`src/rtl/phy_mgmt_pkg.sv`:
```
package phy_mgmt_pkg;
  localparam int RA_W = 5;
  localparam int DW   = 16;
  localparam int NREG = 1 << RA_W;

  typedef logic [RA_W-1:0] reg_idx_t;
  typedef logic [DW-1:0]   word_t;

  // Register indices whose behaviour differs from plain storage.
  localparam reg_idx_t IDX_CTRL    = 5'd0;
  localparam reg_idx_t IDX_STAT    = 5'd1;
  localparam reg_idx_t IDX_ID_HI   = 5'd2;
  localparam reg_idx_t IDX_ID_LO   = 5'd3;
  localparam reg_idx_t IDX_ADV     = 5'd4;
  localparam reg_idx_t IDX_PARTNER = 5'd5;
  localparam reg_idx_t IDX_VSPEC   = 5'd17;
  localparam reg_idx_t IDX_DIAG    = 5'd18;

  localparam word_t CTRL_SWRST   = 16'h8000;
  localparam word_t ADV_10_HALF  = 16'h0020;
  localparam word_t ADV_10_FULL  = 16'h0040;
  localparam word_t ADV_100_HALF = 16'h0080;
  localparam word_t ADV_100_FULL = 16'h0100;
  localparam word_t ADV_MODES    = ADV_10_HALF | ADV_10_FULL | ADV_100_HALF | ADV_100_FULL;
  localparam word_t STAT_UP      = 16'h782E;
  localparam word_t PARTNER_BASE = 16'h4001;
  localparam word_t VSPEC_VALUE  = 16'h8000;
  localparam word_t DIAG_SPD100  = 16'h0400;
  localparam word_t DIAG_FULLDPX = 16'h0800;
  localparam word_t BUS_FLOAT    = 16'hFFFF;

  function automatic word_t init_value(input int unsigned idx);
    case (idx)
      0:       return 16'h3100;
      2:       return 16'h0300;
      3:       return 16'hE400;
      4:       return 16'h01E1;
      default: return 16'h0000;
    endcase
  endfunction
endpackage

```
`src/rtl/phy_reg_store.sv`:
```
module phy_reg_store
  import phy_mgmt_pkg::*;
(
  input  logic     clk,
  input  logic     rst_n,
  input  logic     wr_en,
  input  reg_idx_t wr_idx,
  input  word_t    wr_data,
  input  reg_idx_t rd_idx,
  output word_t    rd_data,
  output word_t    adv_q
);
  word_t cells [NREG];

  for (genvar i = 0; i < NREG; i++) begin : g_cell
    localparam word_t RST_VAL = init_value(i);
    word_t q;
    if (i == 0) begin : g_ctrl
      // Control register: software-reset bit drops after every write.
      always_ff @(posedge clk or negedge rst_n) begin
        if (!rst_n) q <= RST_VAL;
        else if (wr_en) q <= ((wr_idx == reg_idx_t'(i)) ? wr_data : q) & ~CTRL_SWRST;
      end
    end else begin : g_plain
      always_ff @(posedge clk or negedge rst_n) begin
        if (!rst_n) q <= RST_VAL;
        else if (wr_en && wr_idx == reg_idx_t'(i)) q <= wr_data;
      end
    end
    assign cells[i] = q;
  end

  assign rd_data = cells[rd_idx];
  assign adv_q   = cells[IDX_ADV];

  p_ctrl_selfclear_r7: assert property (@(posedge clk) disable iff (!rst_n)
    wr_en |=> !cells[0][15]);
endmodule

```
`src/rtl/phy_live_status.sv`:
```
module phy_live_status
  import phy_mgmt_pkg::*;
(
  input  logic     link,
  input  word_t    adv,
  input  reg_idx_t idx,
  output logic     live_hit,
  output word_t    live_data
);
  logic spd100, fulldpx;

  always_comb begin
    spd100  = |(adv & (ADV_100_HALF | ADV_100_FULL));
    fulldpx = |(adv & (ADV_100_FULL | ADV_10_FULL));
    live_hit  = 1'b1;
    live_data = '0;
    case (idx)
      IDX_STAT:    live_data = link ? STAT_UP : '0;
      IDX_PARTNER: live_data = PARTNER_BASE | (adv & ADV_MODES);
      IDX_VSPEC:   live_data = VSPEC_VALUE;
      IDX_DIAG:    live_data = link ? ((spd100 ? DIAG_SPD100 : '0) |
                                       (fulldpx ? DIAG_FULLDPX : '0)) : '0;
      default:     live_hit = 1'b0;
    endcase
  end

  always_comb begin
    if (live_hit && idx == IDX_VSPEC)
      a_vspec_fixed_r4: assert (live_data == VSPEC_VALUE);
  end
endmodule

```
`src/rtl/phy_rsp_stage.sv`:
```
module phy_rsp_stage
  import phy_mgmt_pkg::*;
(
  input  logic  clk,
  input  logic  rst_n,
  input  logic  fire,
  input  word_t data_in,
  output logic  rsp_valid,
  output word_t rsp_data
);
  always_ff @(posedge clk or negedge rst_n) begin
    if (!rst_n) begin
      rsp_valid <= 1'b0;
      rsp_data  <= '0;
    end else begin
      rsp_valid <= fire;
      if (fire) rsp_data <= data_in;
    end
  end

  p_ack_follows_r9: assert property (@(posedge clk) disable iff (!rst_n)
    fire |=> rsp_valid);
  p_no_spurious_ack_r9: assert property (@(posedge clk) disable iff (!rst_n)
    !fire |=> !rsp_valid);
endmodule

```
`src/rtl/mdio_phy_regmodel.sv`:
```
module mdio_phy_regmodel
  import phy_mgmt_pkg::*;
#(
  parameter int PHY_ADDR = 7
) (
  input  logic        clk,
  input  logic        rst_n,
  input  logic        link_up,
  input  logic        req_valid,
  output logic        req_ready,
  input  logic        req_write,
  input  logic [4:0]  req_phy,
  input  logic [4:0]  req_reg,
  input  logic [15:0] req_wdata,
  output logic        rsp_valid,
  output logic [15:0] rsp_rdata
);
  localparam logic [RA_W-1:0] OWN_ADDR = PHY_ADDR[RA_W-1:0];

  logic  ready_q, fire, own, wr_en, live_hit;
  word_t store_rd, adv_q, live_data, rsp_in;

  always_ff @(posedge clk or negedge rst_n) begin
    if (!rst_n) ready_q <= 1'b0;
    else        ready_q <= 1'b1;
  end

  assign req_ready = ready_q;
  assign fire      = req_valid && ready_q;
  assign own       = (req_phy == OWN_ADDR);
  assign wr_en     = fire && req_write && own;

  phy_reg_store u_store (
    .clk(clk), .rst_n(rst_n), .wr_en(wr_en), .wr_idx(req_reg),
    .wr_data(req_wdata), .rd_idx(req_reg), .rd_data(store_rd), .adv_q(adv_q)
  );

  phy_live_status u_live (
    .link(link_up), .adv(adv_q), .idx(req_reg),
    .live_hit(live_hit), .live_data(live_data)
  );

  always_comb begin
    if (req_write)     rsp_in = '0;
    else if (!own)     rsp_in = BUS_FLOAT;
    else if (live_hit) rsp_in = live_data;
    else               rsp_in = store_rd;
  end

  phy_rsp_stage u_rsp (
    .clk(clk), .rst_n(rst_n), .fire(fire), .data_in(rsp_in),
    .rsp_valid(rsp_valid), .rsp_data(rsp_rdata)
  );

  p_foreign_read_float_r8: assert property (@(posedge clk) disable iff (!rst_n)
    (fire && !req_write && !own) |=> (rsp_rdata == 16'hFFFF));
  p_foreign_write_ignored_r8: assert property (@(posedge clk) disable iff (!rst_n)
    (fire && req_write && !own) |=> $stable(adv_q));
  p_stat_link_down_r2: assert property (@(posedge clk) disable iff (!rst_n)
    (fire && !req_write && own && req_reg == IDX_STAT && !link_up) |=> (rsp_rdata == 16'h0000));
  p_vspec_read_r4: assert property (@(posedge clk) disable iff (!rst_n)
    (fire && !req_write && own && req_reg == IDX_VSPEC) |=> (rsp_rdata == 16'h8000));
endmodule

```
`config.mk`:
```
export PLATFORM = sky130hd
export DESIGN_NAME = mdio_phy_regmodel
export DESIGN_NICKNAME = d
export VERILOG_FILES = /design/src/rtl/phy_mgmt_pkg.sv /design/src/rtl/phy_reg_store.sv /design/src/rtl/phy_live_status.sv /design/src/rtl/phy_rsp_stage.sv /design/src/rtl/mdio_phy_regmodel.sv
export SDC_FILE = /design/constraint.sdc
export NUM_CORES = 1
export LEC_CHECK = 0
export BUFFER_PORTS_ARGS = -buffer_cell sky130_fd_sc_hd__buf_2
export CORE_MARGIN = 4
export CORE_UTILIZATION = 25
export CTS_CLUSTER_DIAMETER = 120
export DETAILED_ROUTE_END_ITERATION = 10
export PLACE_DENSITY = 0.4
export SYNTH_ARGS = -nofsm -noshare
export SYNTH_HDL_FRONTEND = slang
export SYNTH_SLANG_ARGS = --single-unit
```
`constraint.sdc`:
```
create_clock -name clk -period 2.56 [get_ports clk]
set_clock_uncertainty 0.05 [all_clocks]
set_input_delay 0.512 -clock clk [delete_from_list [all_inputs] [get_ports clk]]
set_output_delay 0.512 -clock clk [all_outputs]
set_load 0.02 [all_outputs]
```
; Word level (Yosys, flattened, before mapping)
; Cells that the tools add are included.
[word_totals]
ff_bits = 529
out_inout_bits = 18
wordCells = 121
[op_classes]
magnitude_cmp = 1
eq_ne = 32
muxes = 12
n_bitwise = 2
reduce_logical = 39
[op_table]
columns = cell, n
row1 = 16-bit 2-to-1 mux, 6
row2 = 16-bit binary-select mux with 5-bit select, 1
row3 = "5-bit == test, second input constant", 16
row4 = 16-bit one-hot mux with 4 select lines, 1
row5 = "5-bit by 4-bit == test with 1-bit output, second input constant", 8
row6 = 1-bit logical AND, 34
row7 = "5-bit by 3-bit == test with 1-bit output, second input constant", 5
row8 = 16-bit bitwise OR, 1
row9 = 15-bit 2-to-1 mux, 1
row10 = 12-bit 2-to-1 mux, 1
row11 = 11-bit 2-to-1 mux, 1
row12 = "5-bit by 2-bit == test with 1-bit output, second input constant", 2
row13 = "6-bit greater-or-equal comparator, second input constant", 1
row14 = 5-bit NOT with 6-bit output, 1
row15 = "5-bit by 1-bit == test with 1-bit output, second input constant", 1
row16 = 5-bit logical NOT, 1
row17 = 2-bit OR reduction, 2
row18 = 4-bit OR reduction, 1
row19 = 2-bit AND reduction, 1
row20 = 1-bit 2-to-1 mux, 1

; Depth between registers and ports, before layout
; Gate-level depths: netlist of run 1.
[logic_depth]
ltp_word = 8
depth_mapped = 8
depth_no_buf = 5

; Cells and area by module
; From an unflattened synthesis of run 1, not the netlist that was laid out.
[hier_totals]
hier_cells = 1827
area_unflattened_um2 = 24982.7
[by_module_without_submodules]
columns = module, instances, cells_per_inst, area_each_um2, seq_area_each_um2
row1 = phy_reg_store, 1, 1718, 23716.5, 12804.8
row2 = phy_rsp_stage, 1, 35, 674.4, 425.4
row3 = mdio_phy_regmodel, 1, 45, 389.1, 25.0
row4 = phy_live_status, 1, 29, 202.7, 0.0

; Worst setup path after synthesis of run 1
; No wires, ideal clock.
[synth_path]
path_kind = input port to flip-flop
start = in req_reg[2]
end = reg u_rsp.rsp_data[1]
arrival_time_ps = 2129
slack_ps = 255
stages = 6
cell_sequence = buf_2 -> clkbuf_1 -> mux4_2 -> mux2_2 -> a221o_1 -> a221o_1
[synth_between]
elab_chain_len = 7
word_cells_on_any_way = 14
classes_between = eq/ne: 4 / mux: 8 / bitwise: 1 / reduce/logical: 1
[synth_rtl]
columns = item, line
row1 = start: declaration, mdio_phy_regmodel.sv:13  ; input logic [4:0] req_reg,
row2 = 5-bit NOT with 6-bit output (not written as such), phy_reg_store.sv:33  ; assign rd_data = cells[rd_idx];
row3 = 16-bit binary-select mux with 5-bit select, phy_reg_store.sv:33
row4 = 16-bit 2-to-1 mux (not written as such) (2 in a row), phy_reg_store.sv:33
row5 = 16-bit 2-to-1 mux (*), mdio_phy_regmodel.sv:46  ; else if (live_hit) rsp_in = live_data;
row6 = 16-bit 2-to-1 mux (*), mdio_phy_regmodel.sv:45  ; else if (!own) rsp_in = BUS_FLOAT;
row7 = 16-bit 2-to-1 mux (*), mdio_phy_regmodel.sv:44  ; if (req_write) rsp_in = '0;
row8 = end signal: assignment, phy_rsp_stage.sv:17  ; if (fire) rsp_data <= data_in;
row9 = end: declaration, phy_rsp_stage.sv:9  ; output word_t rsp_data
; Every way passes the cells marked *; elsewhere a longest branch is shown, timed or not. The select of a mux whose other input is x is not followed.
; A chain may end at the register's enable or synchronous reset.

; Worst setup path after layout of run 1
[layout_path]
start = reg u_store.g_cell[5].q[15]
end = reg u_rsp.rsp_data[15]
[layout_between]
elab_chain_len = 6
[layout_rtl]
columns = item, line
row1 = start: declaration, phy_reg_store.sv:17  ; word_t q;
row2 = start signal: assignment, phy_reg_store.sv:27  ; else if (wr_en && wr_idx == reg_idx_t'(i)) q <= wr_data;
row3 = 16-bit binary-select mux with 5-bit select, phy_reg_store.sv:33
row4 = 16-bit 2-to-1 mux (not written as such) (2 in a row), phy_reg_store.sv:33
row5 = 16-bit 2-to-1 mux, mdio_phy_regmodel.sv:46
row6 = 16-bit 2-to-1 mux, mdio_phy_regmodel.sv:45
row7 = 16-bit 2-to-1 mux, mdio_phy_regmodel.sv:44
; Every way passes these cells. The select of a mux whose other input is x is not followed.

==> results_dict.tcl, run 1 <==
set metrics [dict create \
    dieWidth_um 320 \
    final_nets 1801 \
    synthMostInstantiatedCell "dfrtp_1" \
    routed-via-count 14709 \
    route.met3.wl_um 3060 \
    setup-violations-final 0 \
    start_util 0.252 \
    cts.htree.levels 3 \
    grt_antenna_before_repair 6 \
    cts_buffer_count 66 \
    timing.fmax_mhz 470 \
    critical_path.reg2reg.startpoint "u_store.g_cell[5].q[15]" \
    fin_setup_tns_ns 0 \
    clk-insertion-delay-late_ns 0.61 \
    ys_seq_area_frac 0.543 \
    run_status "finished, final reports clean" \
    timing.critical_path.from "u_store.g_cell[5].q[15]" \
    report.final.slew_viol_count 0 \
    core_region_area_um2 96900 \
    leakagePower_uw 0.0142 \
    clk_path_buf_depth 3 \
    synth.top_cell.area_share 0.528 \
    detailed_place.area_um2 27700 \
    ir_drop_mv 0.362 \
    finalCriticalPeriod_ns 2.13 \
    detail_route.drc_violations 0 \
    net-switching-power_uw 4580 \
    synth-async-reset-ratio 1.00 \
    power.combinational.fraction 0.065 \
    synth_ff_type "dfrtp_1" \
    gr-usage-all-layers 0.150 \
    ys_seq_elements 529 \
    cp.required_ns 3.00 \
    layout_filler_cell_count 9553 \
    gp_routability_congestion 0.806 \
    floorplan.die.height_um 320 \
    power.switching_fraction 0.240 \
    reg2reg_slack_ns 0.43 \
    cap_violations 0 \
    min_path_type "primary input to register" \
    numClockSinks 529 \
    layout-drive-gt1-share 0.472 \
    crit_path_start_kind "register" \
    worst_ep_arrival_ns 2.56 \
    hpwl_um 50600 \
    placement_rows 114 \
    ys_warn_count 0 \
    cp_max_fo 2 \
    finalPower_uw 19100 \
    portBuffers 48 \
    synthCells 1620 \
    post-synth-top-area-cell "dfrtp_1" \
    synthTopCellsByCount "dfrtp_1, mux2_2, mux2_1" \
    via_per_inst 4.74 \
    finalInstanceArea_um2 29900 \
    synth_enable_flop_cells 0 \
    clk_root_buffer_cell "clkbuf_16" \
    rsz0062_at_grt "no" \
    tritoncts "done" \
    synth_fp_nets 1651 \
    critPathCapture "u_rsp.rsp_data[15]" \
    highest_routing_layer_actually_used "met4" \
    seq_power_share 0.446 \
    wl_per_cell_um 24.5 \
    largest_net_degree_at_the_start_of_global_routing 102 \
    report.final.hold_viol_count 0 \
    routedLengthMet1_um 36200 \
    worst_setup_path_end_kind "register" \
    ranking_of_synthesized_cells_by_area "dfrtp_1, mux2_2, mux4_2" \
    internal-power_uw 14500 \
    powerDensity_nw_per_um2 638 \
    clkPwrFrac 0.489 \
    synthesized_area_per_cell_um2 15.1 \
    fp.dieArea_um2 103000 \
    num_io_pins 49 \
    met2WireLength_um 35300 \
    overflow 0 \
    worst_slew_margin_rel 0.401 \
    setup_crit_path_kind "register to register" \
    drt-pass1-iter-count 5 \
    wire_length_of_the_first_global_routing_pass_um 113000 \
    detail_route.iter0.violations 877 \
    synth_cell_types 54 \
    r2r_end "u_rsp.rsp_data[15]" \
    synthesis.area_um2 24400 \
    first_global_vias 15847 \
    ant_nets 0 \
    actual_transition_at_the_worst_max_transition_pin_ns 0.899 \
    flow.area_growth_from_synthesis_pct 22.5 \
    detail_route.wirelength_um 76100 \
    cts_setup_buffers 0 \
    reg2reg_depth 6 \
    min_period_over_period 0.831 \
    worst_setup_hold_path_clk_slew_ns 0.06 \
]
[worst min path at each step]
| stage | from | to | cells past startpoint |
|---|---|---|---|
| CTS | req_write | u_rsp.rsp_data[0] | 2 |
| floorplan | rst_n | req_ready | 0 |
| detailed placement | rst_n | u_store.g_cell[7].q[2] | 1 |
| finish | req_write | u_rsp.rsp_data[0] | 2 |
| global route | req_write | u_rsp.rsp_data[0] | 2 |
| global placement | rst_n | u_store.g_cell[2].q[2] | 1 |
[cell usage in the layout, fill, tap and decap left out, drive strengths merged, types with 6 or more instances in the layout]
cell type / count
a221o: 18
o2111ai: 9
a21oi: 25
a211oi: 7
nor3: 9
a221oi: 19
o22ai: 8
clkinv: 9
dfstp: 14
a22oi: 6
buf: 229
nand2: 24
clkbuf: 105
o221ai: 11
mux2i: 83
nor2: 38
o21ai: 17
dfrtp: 515
mux2: 538
mux4: 81
inv: 7
[power by group through the flow]
stage | logic (uW) | registers, uW | clock network, uW
finish | 1250 | 8510 | 9330
global route | 1350 | 8510 | 10000
CTS | 1280 | 8500 | 9690
detailed placement | 1280 | 8650 | 0
global placement | 1270 | 8650 | 0
floorplan | 482 | 8670 | 0
[routing by layer]
metal | vias to the layer above | global-route usage
met3 | 108 | 0.0259
met2 | 290 | 0.239
met5 | - | 0
met1 | 7925 | 0.213
li1 | 6386 | -
met4 | 0 | 0.0331
[state kept, by name, indices dropped and copies added, names as in the netlist]
| register | count |
|---|---|
| u_rsp.rsp_valid | 1 |
| u_store.adv_q | 16 |
| req_ready | 1 |
| u_store.g_cell.q | 495 |
| u_rsp.rsp_data | 16 |
[critical path, cell delays in order (launching register included)]
cell	delay, ns
dfrtp_1	0.40
mux4_2	0.45
nand2_1	0.08
a21oi_1	0.07
a2111oi_0	0.64
buf_4	0.24
o31ai_1	0.07
[timing repair]
item                                    in CTS  in global routing
gates resized for setup                      0                  0
hold endpoints to repair                    19                  0
endpoints found under the setup margin       0                  0
hold buffers                                 1                  0
[logic make-up after synthesis]
| group | Yosys count | share of synthesized area |
|---|---|---|
| mux | 702 | 0.357 |
| flops | 529 | 0.543 |
| buf+inv | 150 | 0.0312 |
| compound gates | 137 | 0.0415 |
| simple gates | 101 | 0.0274 |
| other cells | 1 | 0.000154 |
[per-stage QoR]
stage	worst slack, ns	hold WS, ns	util	instances
final	0.432	0.168	0.309	3101
after global routing	0.332	0.172	0.309	3100
after CTS	0.361	0.116	0.309	3100
after detailed placement	-0.184	0.381	0.286	2977
after global placement	-0.206	0.379	0.286	2977
after floorplan	0.255	0.166	-	1620
[final cells by class]
type                            instances  area (um^2)  area share
Sequential cell                       529        13300       0.443
Multi-Input combinational cell        941        10400       0.348
Timing Repair Buffer                  230         2450      0.0818
Clock buffer                          105         1980      0.0662
Tap cell                             1276         1600      0.0534
Clock inverter                         17          205     0.00686
Inverter                                2         7.51    0.000251
Antenna cell                            1         2.50   0.0000837
Note: power is estimated with default switching activity, not from simulation.
==> inputs of run 2 (changes only) <==
--- a/config.mk
+++ b/config.mk
@@ -10,7 +10,7 @@
 export CORE_UTILIZATION = 25
 export CTS_CLUSTER_DIAMETER = 120
 export DETAILED_ROUTE_END_ITERATION = 10
-export PLACE_DENSITY = 0.4
+export PLACE_DENSITY = 0.41
 export SYNTH_ARGS = -nofsm -noshare
 export SYNTH_HDL_FRONTEND = slang
 export SYNTH_SLANG_ARGS = --single-unit
==> constraint.sdc (replaced) <==
create_clock -name clk -period 1.9 [get_ports clk]
set_clock_uncertainty 0.05 [all_clocks]
set_input_delay 0.38 -clock clk [delete_from_list [all_inputs] [get_ports clk]]
set_output_delay 0.38 -clock clk [all_outputs]
set_load 0.02 [all_outputs]
==> run 2 against run 1 <==
Compared with the run above: the flow now finishes with violations (setup timing); clock power rose by 23%; global-route usage is 0.62 points higher; sequential power rose by 35%; power increased by 30%; highest routed layer unchanged.
==> results_dict.tcl, run 2 (synthesis results as in run 1) <==
set metrics [dict create \
    run_status "complete, but fails checks" \
    violations "setup timing" \
    ir_drop_mv 0.621 \
    detail_route.wirelength_um 81500 \
    grt_antenna_before_repair 6 \
    numClockSinks 529 \
    flow.area_growth_from_synthesis_pct 32.4 \
    core_region_area_um2 96900 \
    cts.htree.levels 2 \
    layout-drive-gt1-share 0.559 \
    wire_length_of_the_first_global_routing_pass_um 119000 \
    wl_per_cell_um 25.7 \
    worst_setup_hold_path_clk_slew_ns 0.06 \
    num_io_pins 49 \
    largest_register_ff_count 495 \
    overflow 0 \
    gr-usage-all-layers 0.156 \
    powerDensity_nw_per_um2 765 \
    tritoncts "done" \
    reg2reg_slack_ns -0.12 \
    cp_max_fo 8 \
    routed-via-count 15097 \
    report.final.hold_viol_count 0 \
    top_register "u_store.g_cell.q" \
    placement_rows 114 \
    most_frequent_cells_in_the_layout "dfrtp_1, mux2_4, mux2_2" \
    ant_nets 0 \
    min_period_over_period 1.06 \
    report.final.slew_viol_count 0 \
    reg2reg_depth 7 \
    met2WireLength_um 36000 \
    first_global_vias 16648 \
    detail_route.iter0.violations 861 \
    start_util 0.252 \
    detail_route.drc_violations 0 \
    largest_net_degree_at_the_start_of_global_routing 89 \
    postLayoutSetupSlackWorst_ns -0.123 \
    worst_slew_margin_rel 0.474 \
    timing.critical_path.slowest_stage_cell "dfrtp_2" \
    finalCriticalPeriod_ns 2.02 \
    clk_path_buf_depth 3 \
    number_of_cells_in_the_finished_layout_apart_from_fillers 3165 \
    leakagePower_uw 0.0148 \
    timing.critical_path.from "req_ready" \
    highest_cell_delay_on_the_worst_timing_path_ns 0.36 \
    cap_violations 0 \
    min_path_type "primary input to register" \
    layout_filler_cell_count 9332 \
    worst_ep_arrival_ns 2.48 \
    highest_routing_layer_actually_used "met4" \
    route.met3.wl_um 3060 \
    setup_crit_path_kind "register to register" \
    clk-insertion-delay-late_ns 0.64 \
    final_nets 1872 \
    r2r_end "u_store.g_cell[14].q[7]" \
    via_per_inst 4.77 \
    floorplan.die.height_um 320 \
    crit_top_cell "buf_12" \
    cts_buffer_count 60 \
    portBuffers 48 \
    fp.dieArea_um2 103000 \
    crit_path_start_kind "register" \
    timing.fmax_mhz 494 \
    rsz0062_at_grt "yes" \
    drt-pass1-iter-count 5 \
    finalPower_uw 24700 \
    hpwl_um 51900 \
    ordered_cell_list_for_the_critical_path "and3_4 -> buf_12 -> nand3_4 -> buf_12 -> nor3_4 -> clkbuf_16 -> mux2_4" \
    dieWidth_um 320 \
    place.detailed.instances 3014 \
    worst_setup_path_end_kind "register" \
    critPathCapture "u_store.g_cell[14].q[7]" \
    setup-violations-final 190 \
    clk_root_buffer_cell "clkbuf_16" \
    routedLengthMet1_um 41200 \
    actual_transition_at_the_worst_max_transition_pin_ns 0.788 \
    layout_commonest_cell "dfrtp_1" \
    gp_routability_congestion 0.780 \
    cp.required_ns 2.36 \
    critical_path.reg2reg.startpoint "req_ready" \
]
run 2: cell count changes in the layout (fill, tap and decap cells not counted), moves of 6 or more:
cell      change
buf_8        +11
clkbuf_8     -10
clkbuf_1      +6
mux2_1      -116
nor2_4       +20
buf_6        +39
mux2_4      +354
nor2_2       -19
buf_12       +11
mux2_2      -238
run 2: cell type report:
| type | instances | area [um^2] | share of cell area |
|---|---|---|---|
| multi-input combinational | 941 | 12000 | 0.370 |
| tap | 1276 | 1600 | 0.0494 |
| timing repair buffer | 307 | 3590 | 0.111 |
| sequential | 529 | 13300 | 0.410 |
| clock inverter | 14 | 180 | 0.00558 |
| inverter | 2 | 7.51 | 0.000232 |
| clock buffer | 95 | 1710 | 0.0530 |
| antenna | 1 | 2.50 | 0.0000774 |
run 2: worst min path at each step:
stage | startpoint | to | slack [ns] | cells past startpoint
2_1_floorplan | rst_n | req_ready | 0.03 | 0
3_3_place_gp | rst_n | u_store.g_cell[1].q[11] | 0.23 | 1
3_5_place_dp | rst_n | u_store.g_cell[3].q[11] | 0.23 | 1
4_1_cts | req_write | u_rsp.rsp_data[0] | 0.08 | 3
5_1_grt | req_write | u_rsp.rsp_data[0] | 0.11 | 3
6_report | req_write | u_rsp.rsp_data[0] | 0.14 | 3
run 2: what timing repair did:
action | CTS | global route
resized for setup | 228 | 124
endpoints found under the hold margin | 200 | 0
pin swaps | 14 | 20
endpoints found under the setup margin | 449 | 396
setup buffers | 33 | 9
hold buffers | 1 | 0
cloned | 14 | 7
run 2: routing by layer:
layer,vias to the layer above,global-route usage
met2,274,0.239
met1,8252,0.235
met4,0,0.0285
met5,-,0
li1,6492,-
met3,79,0.0245
run 2: critical path: cells and delay by family, from the launching register on:
family / cells / cell delay [ns]
buffers and inverters: 3 / 0.55
and+or+nand+nor: 3 / 0.61
muxes: 1 / 0.30
DFF: 1 / 0.36
run 2: per-stage QoR:
step	setup slack [ns]	hold WS, ns	utilization	TNS, ns	instance area (um^2)
finish	-0.123	0.137	0.334	-12.17	32300
global route	-0.154	0.115	0.334	-23.56	32300
CTS	-0.122	0.0814	0.330	-11.81	32000
detailed placement	-0.813	0.229	0.296	-206.76	28600
global placement	-0.805	0.229	0.296	-205.83	28600
floorplan	-0.141	0.0344	-	-11.37	25300
run 2: power breakdown:
part,switching (uW),internal [uW],total [uW]
clock network,4830,6680,11500
logic,1110,634,1750
registers,110,11400,11500
